**src/rtl/blit_pkg.sv**
```systemverilog
// Shared definitions for the sprite blitter: controller states, action bit
// positions in the act_sel field and the pixel width decode.
package blit_pkg;

    typedef enum logic [1:0] {
        ST_IDLE = 2'd0,
        ST_HDR  = 2'd1,
        ST_DRAW = 2'd2,
        ST_NEXT = 2'd3
    } blit_state_e;

    localparam int ACT_ZERO_COPY = 0;
    localparam int ACT_NZ_COPY   = 1;
    localparam int ACT_ZERO_FILL = 2;
    localparam int ACT_NZ_FILL   = 3;

    // Pixel width in bits from the 3-bit code; code 0 stands for 8.
    function automatic logic [3:0] bpp_width(input logic [2:0] code);
        return (code == 3'd0) ? 4'd8 : {1'b0, code};
    endfunction

endpackage

```
**src/rtl/blit_src_extract.sv**
```systemverilog
// Source field extractor. It takes the two bytes at the current byte
// address and the bit offset inside the first one, and returns both the
// full byte starting at that bit (used as a row header) and the low
// bpp bits of it (the pixel). Assumes bpp is 1..8, so one 16-bit window
// always covers the field.
module blit_src_extract (
    input  logic [15:0] src_word,
    input  logic [2:0]  bit_ofs,
    input  logic [3:0]  bpp,
    output logic [7:0]  hdr,
    output logic [7:0]  pixel
);
    logic [7:0] win;
    logic [7:0] mask;

    // Align the field to bit 0 and mask it to the pixel width.
    always_comb begin
        win   = 8'(src_word >> bit_ofs);
        mask  = 8'((9'd1 << bpp) - 9'd1);
        hdr   = win;
        pixel = win & mask;
    end
endmodule

```
**src/rtl/blit_px_action.sv**
```systemverilog
// Pixel action decoder. It classifies a source pixel as zero or nonzero
// and picks fill, copy or no write from the four act bits. For each
// class, fill takes precedence over copy. Purely combinational.
module blit_px_action
    import blit_pkg::*;
#(
    parameter int PIX_W = 16
) (
    input  logic [7:0]       pixel,
    input  logic [3:0]       act,
    input  logic [PIX_W-1:0] palette,
    input  logic [7:0]       colour,
    output logic             wr,
    output logic [PIX_W-1:0] data
);
    logic is_zero;

    // Select the write value for the pixel's class.
    always_comb begin
        is_zero = (pixel == 8'd0);
        wr      = 1'b0;
        data    = palette;
        if (is_zero) begin
            if (act[ACT_ZERO_FILL]) begin
                wr   = 1'b1;
                data = palette | PIX_W'(colour);
            end else if (act[ACT_ZERO_COPY]) begin
                wr   = 1'b1;
                data = palette;
            end
        end else begin
            if (act[ACT_NZ_FILL]) begin
                wr   = 1'b1;
                data = palette | PIX_W'(colour);
            end else if (act[ACT_NZ_COPY]) begin
                wr   = 1'b1;
                data = palette | PIX_W'(pixel);
            end
        end
    end
endmodule

```
**src/rtl/blit_dda.sv**
```systemverilog
// Fixed-point step unit. It adds the step, with 0 treated as 1.0, to an
// accumulator and reports how far the integer part moved. Assumes
// ACC_W > STEP_W and that the accumulator never wraps within a draw.
module blit_dda #(
    parameter int ACC_W   = 20,
    parameter int STEP_W  = 16,
    parameter int FW      = 8,
    parameter int DELTA_W = STEP_W - FW + 1
) (
    input  logic [ACC_W-1:0]   acc,
    input  logic [STEP_W-1:0]  step,
    output logic [ACC_W-1:0]   acc_next,
    output logic [DELTA_W-1:0] delta
);
    logic [STEP_W-1:0] eff_step;

    // Advance the accumulator and take the integer-part difference.
    always_comb begin
        eff_step = (step == '0) ? STEP_W'(1 << FW) : step;
        acc_next = acc + ACC_W'(eff_step);
        delta    = DELTA_W'(acc_next[ACC_W-1:FW] - acc[ACC_W-1:FW]);
    end
endmodule

```
**src/rtl/sprite_blit_engine.sv**
```systemverilog
// Sprite blitter pixel engine. It captures decoded drawing parameters on
// start and walks destination rows (ST_HDR reads the row header and skips
// source rows, ST_DRAW emits at most one pixel per cycle, ST_NEXT steps y).
// It pulses done after the last row. Assumes a combinational source memory
// that returns bytes src_addr and src_addr+1 in the same cycle.
module sprite_blit_engine
    import blit_pkg::*;
#(
    parameter int XW        = 10,
    parameter int YW        = 9,
    parameter int LINE_LOG2 = 9,
    parameter int SAW       = 24,
    parameter int STEP_W    = 16,
    parameter int FW        = 8,
    parameter int PIX_W     = 16
) (
    input  logic              clk,
    input  logic              rst_n,
    input  logic              start,
    input  logic [3:0]        act_sel,
    input  logic              flip_x,
    input  logic              flip_y,
    input  logic              row_skip_en,
    input  logic [1:0]        lead_exp,
    input  logic [1:0]        trail_exp,
    input  logic [2:0]        bpp_code,
    input  logic [SAW-1:0]    src_base,
    input  logic [XW-1:0]     pos_x,
    input  logic [YW-1:0]     pos_y,
    input  logic [XW-1:0]     size_w,
    input  logic [XW-1:0]     size_h,
    input  logic [PIX_W-1:0]  pal_base,
    input  logic [7:0]        fill_colour,
    input  logic [YW-1:0]     clip_top,
    input  logic [YW-1:0]     clip_bot,
    input  logic [XW-1:0]     clip_left,
    input  logic [XW-1:0]     clip_right,
    input  logic [XW-1:0]     start_skip,
    input  logic [XW-1:0]     end_skip,
    input  logic [STEP_W-1:0] step_x,
    input  logic [STEP_W-1:0] step_y,
    output logic [SAW-4:0]    src_addr,
    input  logic [15:0]       src_word,
    output logic              dst_we,
    output logic [LINE_LOG2+YW:0] dst_addr,
    output logic [PIX_W-1:0]  dst_data,
    output logic              busy,
    output logic              done
);
    localparam int ACC_W   = XW + FW + 2;
    localparam int INT_W   = ACC_W - FW;
    localparam int SW      = XW + 2;
    localparam int DELTA_W = STEP_W - FW + 1;
    localparam int DAW     = LINE_LOG2 + YW + 1;
    localparam int RUN_W   = 7;

    typedef struct packed {
        logic [3:0]        act;
        logic              flip_x;
        logic              flip_y;
        logic              row_skip;
        logic [1:0]        lead_exp;
        logic [1:0]        trail_exp;
        logic [2:0]        bpp_code;
        logic [XW-1:0]     x0;
        logic [XW-1:0]     size_w;
        logic [XW-1:0]     size_h;
        logic [PIX_W-1:0]  palette;
        logic [7:0]        colour;
        logic [YW-1:0]     clip_top;
        logic [YW-1:0]     clip_bot;
        logic [XW-1:0]     clip_left;
        logic [XW-1:0]     clip_right;
        logic [XW-1:0]     start_skip;
        logic [XW-1:0]     end_skip;
        logic [STEP_W-1:0] step_x;
        logic [STEP_W-1:0] step_y;
    } cfg_t;

    blit_state_e          state;
    cfg_t                 cfg;
    logic [SAW-1:0]       row_src, src_ptr, stride_r;
    logic [ACC_W-1:0]     ix, iy;
    logic [XW-1:0]        sx;
    logic [YW-1:0]        sy;
    logic [DELTA_W-1:0]   rows_left;
    logic [RUN_W-1:0]     lead_r;
    logic signed [SW-1:0] end_r;

    logic [3:0]           bpp_v;
    logic [SAW-1:0]       bit_sel;
    logic [7:0]           hdr, px;
    logic [RUN_W-1:0]     lead_c, trail_c;
    logic signed [SW-1:0] w_s, stored_s, lim_a, lim_b, end_c;
    logic [XW-1:0]        stored_u;
    logic [SAW-1:0]       hdr_bits, stride_c, ptr0;
    logic                 row_vis;
    logic [INT_W-1:0]     p_idx;
    logic                 row_end, in_run, in_x, act_wr, fire;
    logic [PIX_W-1:0]     act_data;
    logic [ACC_W-1:0]     ix_next, iy_next, y_limit;
    logic [DELTA_W-1:0]   dx_delta, dy_delta;
    logic [XW-1:0]        sx_step;
    logic [YW-1:0]        sy_step;

    // Source address: the header position in ST_HDR, the pixel pointer otherwise.
    assign bit_sel  = (state == ST_HDR) ? row_src : src_ptr;
    assign src_addr = bit_sel[SAW-1:3];
    assign bpp_v    = bpp_width(cfg.bpp_code);
    assign busy     = (state != ST_IDLE);

    blit_src_extract u_extract (
        .src_word (src_word),
        .bit_ofs  (bit_sel[2:0]),
        .bpp      (bpp_v),
        .hdr      (hdr),
        .pixel    (px)
    );

    blit_px_action #(.PIX_W(PIX_W)) u_action (
        .pixel   (px),
        .act     (cfg.act),
        .palette (cfg.palette),
        .colour  (cfg.colour),
        .wr      (act_wr),
        .data    (act_data)
    );

    blit_dda #(.ACC_W(ACC_W), .STEP_W(STEP_W), .FW(FW), .DELTA_W(DELTA_W)) u_dda_x (
        .acc      (ix),
        .step     (cfg.step_x),
        .acc_next (ix_next),
        .delta    (dx_delta)
    );

    blit_dda #(.ACC_W(ACC_W), .STEP_W(STEP_W), .FW(FW), .DELTA_W(DELTA_W)) u_dda_y (
        .acc      (iy),
        .step     (cfg.step_y),
        .acc_next (iy_next),
        .delta    (dy_delta)
    );

    // Row header decode: transparent runs, stored length, row end and stride.
    always_comb begin
        lead_c   = cfg.row_skip ? (RUN_W'(hdr[3:0]) << cfg.lead_exp) : '0;
        trail_c  = cfg.row_skip ? (RUN_W'(hdr[7:4]) << cfg.trail_exp) : '0;
        w_s      = $signed(SW'(cfg.size_w));
        stored_s = w_s - $signed(SW'(lead_c)) - $signed(SW'(trail_c));
        stored_u = (stored_s < 0) ? '0 : XW'(stored_s);
        lim_a    = w_s - $signed(SW'(trail_c));
        lim_b    = w_s - $signed(SW'(cfg.end_skip));
        end_c    = (lim_b < lim_a) ? lim_b : lim_a;
        hdr_bits = cfg.row_skip ? SAW'(8) : '0;
        stride_c = hdr_bits + SAW'(stored_u) * SAW'(bpp_v);
        ptr0     = row_src + hdr_bits - SAW'(lead_c) * SAW'(bpp_v);
        row_vis  = (sy >= cfg.clip_top) && (sy <= cfg.clip_bot);
    end

    // Per-pixel qualification and coordinate steps.
    always_comb begin
        p_idx   = ix[ACC_W-1:FW];
        row_end = $signed({1'b0, p_idx}) >= $signed({end_r[SW-1], end_r});
        in_run  = (p_idx >= INT_W'(lead_r)) && (p_idx >= INT_W'(cfg.start_skip));
        in_x    = (sx >= cfg.clip_left) && (sx <= cfg.clip_right);
        fire    = (state == ST_DRAW) && !row_end && in_run && in_x && act_wr;
        sx_step = cfg.flip_x ? sx - XW'(1) : sx + XW'(1);
        sy_step = cfg.flip_y ? sy - YW'(1) : sy + YW'(1);
        y_limit = ACC_W'({cfg.size_h, {FW{1'b0}}});
    end

    // Destination write port: one registered write per qualifying pixel.
    always_ff @(posedge clk) begin
        if (!rst_n) begin
            dst_we   <= 1'b0;
            dst_addr <= '0;
            dst_data <= '0;
        end else begin
            dst_we <= fire;
            if (fire) begin
                dst_addr <= DAW'({sy, {LINE_LOG2{1'b0}}}) + DAW'(sx);
                dst_data <= act_data;
            end
        end
    end

    // Draw controller: capture, row header, pixel walk, row step.
    always_ff @(posedge clk) begin
        if (!rst_n) begin
            state     <= ST_IDLE;
            cfg       <= '0;
            row_src   <= '0;
            src_ptr   <= '0;
            stride_r  <= '0;
            ix        <= '0;
            iy        <= '0;
            sx        <= '0;
            sy        <= '0;
            rows_left <= '0;
            lead_r    <= '0;
            end_r     <= '0;
            done      <= 1'b0;
        end else begin
            done <= 1'b0;
            unique case (state)
                ST_IDLE: if (start) begin
                    cfg <= '{act: act_sel, flip_x: flip_x, flip_y: flip_y,
                             row_skip: row_skip_en, lead_exp: lead_exp,
                             trail_exp: trail_exp, bpp_code: bpp_code, x0: pos_x,
                             size_w: size_w, size_h: size_h, palette: pal_base,
                             colour: fill_colour, clip_top: clip_top,
                             clip_bot: clip_bot, clip_left: clip_left,
                             clip_right: clip_right, start_skip: start_skip,
                             end_skip: end_skip, step_x: step_x, step_y: step_y};
                    row_src   <= src_base;
                    iy        <= '0;
                    sy        <= pos_y;
                    rows_left <= '0;
                    if (size_h == '0) done  <= 1'b1;
                    else              state <= ST_HDR;
                end
                ST_HDR: begin
                    if (rows_left != '0) begin
                        row_src   <= row_src + stride_c;
                        rows_left <= rows_left - DELTA_W'(1);
                    end else begin
                        lead_r   <= lead_c;
                        end_r    <= end_c;
                        stride_r <= stride_c;
                        src_ptr  <= ptr0;
                        ix       <= '0;
                        sx       <= cfg.x0;
                        state    <= row_vis ? ST_DRAW : ST_NEXT;
                    end
                end
                ST_DRAW: begin
                    if (row_end) begin
                        state <= ST_NEXT;
                    end else begin
                        sx      <= sx_step;
                        ix      <= ix_next;
                        src_ptr <= src_ptr + SAW'(dx_delta) * SAW'(bpp_v);
                    end
                end
                ST_NEXT: begin
                    iy <= iy_next;
                    sy <= sy_step;
                    if (iy_next >= y_limit) begin
                        done  <= 1'b1;
                        state <= ST_IDLE;
                    end else begin
                        if (dy_delta != '0) row_src <= row_src + stride_r;
                        rows_left <= (dy_delta == '0) ? '0 : dy_delta - DELTA_W'(1);
                        state     <= ST_HDR;
                    end
                end
                default: state <= ST_IDLE;
            endcase
        end
    end

    AST_DONE_ONE_CYCLE: assert property (@(posedge clk) disable iff (!rst_n)
        done |=> !done);
    AST_DONE_IDLE: assert property (@(posedge clk) disable iff (!rst_n)
        done |-> !busy);
    AST_START_IGNORED: assert property (@(posedge clk) disable iff (!rst_n)
        (busy && start) |=> $stable(cfg));
    AST_WRITE_IN_XCLIP: assert property (@(posedge clk) disable iff (!rst_n)
        dst_we |-> ($past(sx) >= cfg.clip_left && $past(sx) <= cfg.clip_right));
    AST_ROW_IN_YCLIP: assert property (@(posedge clk) disable iff (!rst_n)
        (state == ST_DRAW) |-> (sy >= cfg.clip_top && sy <= cfg.clip_bot));
    AST_X_STEP: assert property (@(posedge clk) disable iff (!rst_n)
        (state == ST_DRAW && $past(state) == ST_DRAW) |->
        (sx == (cfg.flip_x ? $past(sx) - XW'(1) : $past(sx) + XW'(1))));
    AST_Y_STEP: assert property (@(posedge clk) disable iff (!rst_n)
        (state == ST_HDR && $past(state) == ST_NEXT) |->
        (sy == (cfg.flip_y ? $past(sy) - YW'(1) : $past(sy) + YW'(1))));
endmodule

```
**config.mk**
```make
export PLATFORM = sky130hd
export DESIGN_NAME = sprite_blit_engine
export DESIGN_NICKNAME = d
export VERILOG_FILES = /design/src/rtl/blit_pkg.sv /design/src/rtl/blit_src_extract.sv /design/src/rtl/blit_px_action.sv /design/src/rtl/blit_dda.sv /design/src/rtl/sprite_blit_engine.sv
export SDC_FILE = /design/constraint.sdc
export NUM_CORES = 1
export LEC_CHECK = 0
export BUFFER_PORTS_ARGS = -buffer_cell sky130_fd_sc_hd__buf_2
export CORE_MARGIN = 3
export CORE_UTILIZATION = 61
export DETAILED_ROUTE_END_ITERATION = 8
export PLACE_DENSITY = 0.86
export SLEW_MARGIN = 20
export SYNTH_ARGS = -nofsm -noshare
export SYNTH_HDL_FRONTEND = slang
export SYNTH_SLANG_ARGS = --single-unit
export TNS_END_PERCENT = 20
```
**constraint.sdc**
```tcl
create_clock -name clk -period 14.1 [get_ports clk]
set_input_delay 1.41 -clock clk [delete_from_list [all_inputs] [get_ports clk]]
set_output_delay 1.41 -clock clk [all_outputs]
set_load 0.01 [all_outputs]
```
==> impl_summary.txt <==
----------------------------------------------------
[Worst setup path]
  Startpoint type of the worst setup path ... register
  Cell count along the critical path ... 45
  Register-to-Register Setup Slack ... 2.02 ns
  Crit path to ... row_src[20]$_SDFFE_PN0P_
  Critical path peak fanout ... 14
  Reg-to-reg startpoint ... state[1]$_SDFFE_PN0P_
  CP startpoint ... state[1]$_SDFFE_PN0P_
  Slowest stage cell on the critical path ... sky130_fd_sc_hd__ha_1
  Category of the most critical setup path ... reg2reg
  Worst Setup End Kind ... register
  R2R cell count ... 45
  Data required time at the worst endpoint ... 14.56 ns
  Cell family contributing the most delay on the critical path ... adder cells
  Critical register-to-register path endpoint ... row_src[20]$_SDFFE_PN0P_
  Highest cell delay on the worst timing path ... 0.83 ns
  Bufs and invs on worst path ... 4
  Arrival @ worst endpoint ... 12.53 ns

[Yosys]
  Average cell area after synthesis ... 7.83 um2
  Post-Syn Instances ... 3397
  Yosys top cell area share ... 0.260
  Share of synthesized flip-flops with an asynchronous set or reset ... 0
  Summed instance area of the synthesized netlist ... 26600 um2
  Flip-flop cell with the highest count after synthesis ... sky130_fd_sc_hd__dfxtp_1
  Sequential fraction of the synthesis area ... 0.260
  Number of flops mapped to enable cells by yosys ... 0
  Synth area leaders ... sky130_fd_sc_hd__dfxtp_1, sky130_fd_sc_hd__ha_1, sky130_fd_sc_hd__nand2_1, sky130_fd_sc_hd__a21oi_1, sky130_fd_sc_hd__fa_1
  FF+latch count, synth ... 346
  Syn_nets ... 3992
  Distinct cell type count of the synthesized netlist ... 78
  Cell type with the largest total area after synthesis ... sky130_fd_sc_hd__dfxtp_1
  Count of synthesis-stage warnings from yosys ... 0

[STA]
  Setup skew after layout ... 0.0272 ns
  Final period demand of the worst path ... 12.08 ns
  Max frequency ... 82.8 MHz
  Hold WS ... 0.453 ns
  Final setup violation count ... 0
  RSZ-0062 raised after global routing ... no
  Slew Limit Headroom ... 0.274
  Final worst-path cycle share ... 0.856
  Total count of max-transition violations in the final report ... 0
  Final total negative setup slack ... 0 ns
  Final Hold Violating Endpoints ... 0
  Worst-margin pin slew ... 1.08 ns

[GRT]
  Residual overflow from global routing ... 0
  Largest net degree at the start of global routing ... 196
  First-pass GRT wire length ... 118000 um
  Number of global-route vias before repair ... 24000
  Number of antenna violations at the first check in global routing ... 7
  Overall fraction of global-route tracks in use ... 0.306

[Floorplanning]
  Die outline area ... 46100 um2
  Row cnt ... 75
  Horizontal die dimension ... 215 um
  Initial Util ... 0.626
  # IOs ... 269
  Vertical die dimension ... 215 um
  Core footprint ... 42500 um2

[Drt]
  Drt first pass iters ... 9
  Vias per std cell ... 5.97
  Initial drt markers ... 2150
  DRC Markers ... 0
  Sum of routed wire length over all layers ... 72400 um
  Antenna-violating nets left ... 0
  Overall via count from detail_route ... 24800
  Routed wire per std cell ... 17.4 um

[Power]
  Sw Pwr ... 3340 uW
  Share of total power consumed by net switching ... 0.480
  Combinational share of power ... 0.655
  Clock network fraction of total power ... 0.148
  Total internal power ... 3620 uW
  Reported leakage power ... 0.0130 uW
  Register share of total power ... 0.197
  Worst-case vdd ir drop ... 0.000125 V
  Pwr/cell area ... 236 nW/um2
  Total power after layout ... 6960 uW

[Clock network]
  Deepest clock path buffer count ... 3
  Number of sinks driven by the clock tree ... 346
  Count of instances resized after the clock tree is built ... 0
  TritonCTS clock tree ... done
  Setup fix buffers added after clock tree synthesis ... 0
  Skew-Pair Late Insertion Delay ... 0.58 ns
  Hold buffers post-CTS ... 0
  Level count of the clock H-tree ... 2
  TritonCTS Buffers ... 37
  CTS clk-pin slew, worst paths ... 0.06 ns
  Root Buffer Master ... sky130_fd_sc_hd__clkbuf_16

[Place]
  Gp weighted congestion ... 0.924
  Placed wire-length estimate ... 52900 um
  DP Area ... 28200 um2
  Number of port buffers ... 267

[Worst hold path]
  Worst min path class ... reg2reg
  Worst hold path depth ... 2

[Cells and area]
  Area Growth Syn to Fin ... 10.9%
  Number of nets in the layout ... 4144
  Share of layout cells above drive strength 1 ... 0.117
  Number of filler cells placed in the layout ... 3417
  Non-Filler Cell Area, Final ... 29500 um2

[Flow run]
  Number of maximum-capacitance constraint violations ... 0

[Outcome]
  Outcome ... complete, no violations

----------------------------------------------------
## layout make-up
cell class | count | area, um2 | area share
inverter | 285 | 1080 | 0.0367
tap | 577 | 722 | 0.0245
clock buffer | 55 | 1130 | 0.0385
multi-input combinational | 2591 | 18000 | 0.610
sequential | 346 | 6930 | 0.235
clock inverter | 11 | 138 | 0.00467
timing repair buffer | 288 | 1490 | 0.0507
antenna | 5 | 12.5 | 0.000424
## kinds of logic (layout without fill, tap and decap cells)
logic type / after synthesis / in the layout / synth area share
flops: 346 / 346 / 0.260
other cells: 1 / 6 / 0.000141
mux: 103 / 103 / 0.0453
buf+inv: 460 / 639 / 0.0662
simple gates: 1109 / 1109 / 0.184
xor+xnor: 141 / 141 / 0.0464
compound gates: 852 / 852 / 0.195
fa+ha+maj: 385 / 385 / 0.203
## layout by cell type (no fill, tap or decap), types with 15 or more instances in the layout
cell type                   synthesis  routed
sky130_fd_sc_hd__a211oi_1          53      53
sky130_fd_sc_hd__a21boi_0          15      15
sky130_fd_sc_hd__a21o_1            74      74
sky130_fd_sc_hd__a21oi_1          367     366
sky130_fd_sc_hd__a22oi_1           24      24
sky130_fd_sc_hd__a31oi_1           21      21
sky130_fd_sc_hd__and2_1            22      21
sky130_fd_sc_hd__and3_1            17      17
sky130_fd_sc_hd__buf_2              3     267
sky130_fd_sc_hd__buf_4              2      21
sky130_fd_sc_hd__clkbuf_16          0      38
sky130_fd_sc_hd__dfxtp_1          346     346
sky130_fd_sc_hd__fa_1              77      77
sky130_fd_sc_hd__ha_1             308     307
sky130_fd_sc_hd__inv_1            283     283
sky130_fd_sc_hd__mux2_2            30      30
sky130_fd_sc_hd__mux2i_1           60      60
sky130_fd_sc_hd__nand2_1          555     554
sky130_fd_sc_hd__nand2b_1          42      42
sky130_fd_sc_hd__nand3_1           57      57
sky130_fd_sc_hd__nor2_1           235     233
sky130_fd_sc_hd__nor2b_1           39      39
sky130_fd_sc_hd__nor3_1            57      57
sky130_fd_sc_hd__nor4_1            17      17
sky130_fd_sc_hd__o21a_1            22      21
sky130_fd_sc_hd__o21ai_0          145     144
sky130_fd_sc_hd__o21bai_1          25      25
sky130_fd_sc_hd__xnor2_1           97      97
sky130_fd_sc_hd__xor2_1            44      44
## synth_stat cells, types with 10 or more instances
cell                       count
sky130_fd_sc_hd__a211oi_1     53
sky130_fd_sc_hd__a21boi_0     15
sky130_fd_sc_hd__a21o_1       74
sky130_fd_sc_hd__a21oi_1     367
sky130_fd_sc_hd__a22oi_1      24
sky130_fd_sc_hd__a31oi_1      21
sky130_fd_sc_hd__and2_1       22
sky130_fd_sc_hd__and3_1       17
sky130_fd_sc_hd__clkbuf_1    159
sky130_fd_sc_hd__dfxtp_1     346
sky130_fd_sc_hd__fa_1         77
sky130_fd_sc_hd__ha_1        308
sky130_fd_sc_hd__inv_1       283
sky130_fd_sc_hd__mux2_2       30
sky130_fd_sc_hd__mux2i_1      60
sky130_fd_sc_hd__mux4_2       10
sky130_fd_sc_hd__nand2_1     555
sky130_fd_sc_hd__nand2b_1     42
sky130_fd_sc_hd__nand3_1      57
sky130_fd_sc_hd__nand4_1      11
sky130_fd_sc_hd__nor2_1      235
sky130_fd_sc_hd__nor2b_1      39
sky130_fd_sc_hd__nor3_1       57
sky130_fd_sc_hd__nor4_1       17
sky130_fd_sc_hd__o211ai_1     11
sky130_fd_sc_hd__o21a_1       22
sky130_fd_sc_hd__o21ai_0     145
sky130_fd_sc_hd__o21bai_1     25
sky130_fd_sc_hd__o22ai_1      11
sky130_fd_sc_hd__o31ai_1      11
sky130_fd_sc_hd__or2_2        10
sky130_fd_sc_hd__or3_1        12
sky130_fd_sc_hd__xnor2_1      97
sky130_fd_sc_hd__xor2_1       44
## flip-flops by register name, indices dropped and copies added, names as in the netlist, 7 cells and up
name,count
cfg,158
dst_addr,19
dst_data,16
end_r,11
ix,20
iy,20
lead_r,7
row_src,24
rows_left,9
src_ptr,24
stride_r,15
sx,10
sy,9
## power groups by stage
stage               registers [uW]  clock network (uW)  logic (uW)
floorplan                     1300                   0        3530
global placement              1380                   0        4320
detailed placement            1380                   0        4440
CTS                           1370                1030        4500
finish                        1370                1030        4560
global route                  1390                1070        5140
## layer usage
layer  wire (um)  GRT usage  vias up
met4        2060     0.0996        6
met5          42          0        -
met3        6830     0.0658      180
met2       33200      0.508     1067
met1       30300      0.398    11600
li1            -          -    12000
## worst register-to-register path: cells and delay by family, from the launching register on
kind / cells / cell delay (ns)
compound gates: 19 / 3.61
xor+xnor: 2 / 0.45
fa+ha+maj: 9 / 3.95
buf+inv: 4 / 0.46
flops: 1 / 0.34
mux: 4 / 1.81
simple gates: 7 / 1.33
## how the worst min path moves through the flow
stage,slack (ns),start,to
6_report,0.45,cfg[53]$_SDFFE_PN0P_,cfg[53]$_SDFFE_PN0P_
5_1_grt,0.47,src_ptr[3]$_SDFFE_PN0P_,src_ptr[3]$_SDFFE_PN0P_
4_1_cts,0.45,cfg[66]$_SDFFE_PN0P_,cfg[66]$_SDFFE_PN0P_
3_5_place_dp,0.45,cfg[40]$_SDFFE_PN0P_,cfg[40]$_SDFFE_PN0P_
3_3_place_gp,0.44,src_ptr[3]$_SDFFE_PN0P_,src_ptr[3]$_SDFFE_PN0P_
2_1_floorplan,0.43,src_ptr[3]$_SDFFE_PN0P_,src_ptr[3]$_SDFFE_PN0P_
## stage by stage
stage | setup slack, ns | utilization | cells
final | 2.02 | 0.694 | 4158
after floorplan | 3.96 | - | 3397
after global placement | 2.28 | 0.663 | 4087
after global routing | 1.28 | 0.694 | 4154
after detailed placement | 2.07 | 0.663 | 4087
after CTS | 1.96 | 0.693 | 4153
Power figures use the tool's default switching activity.
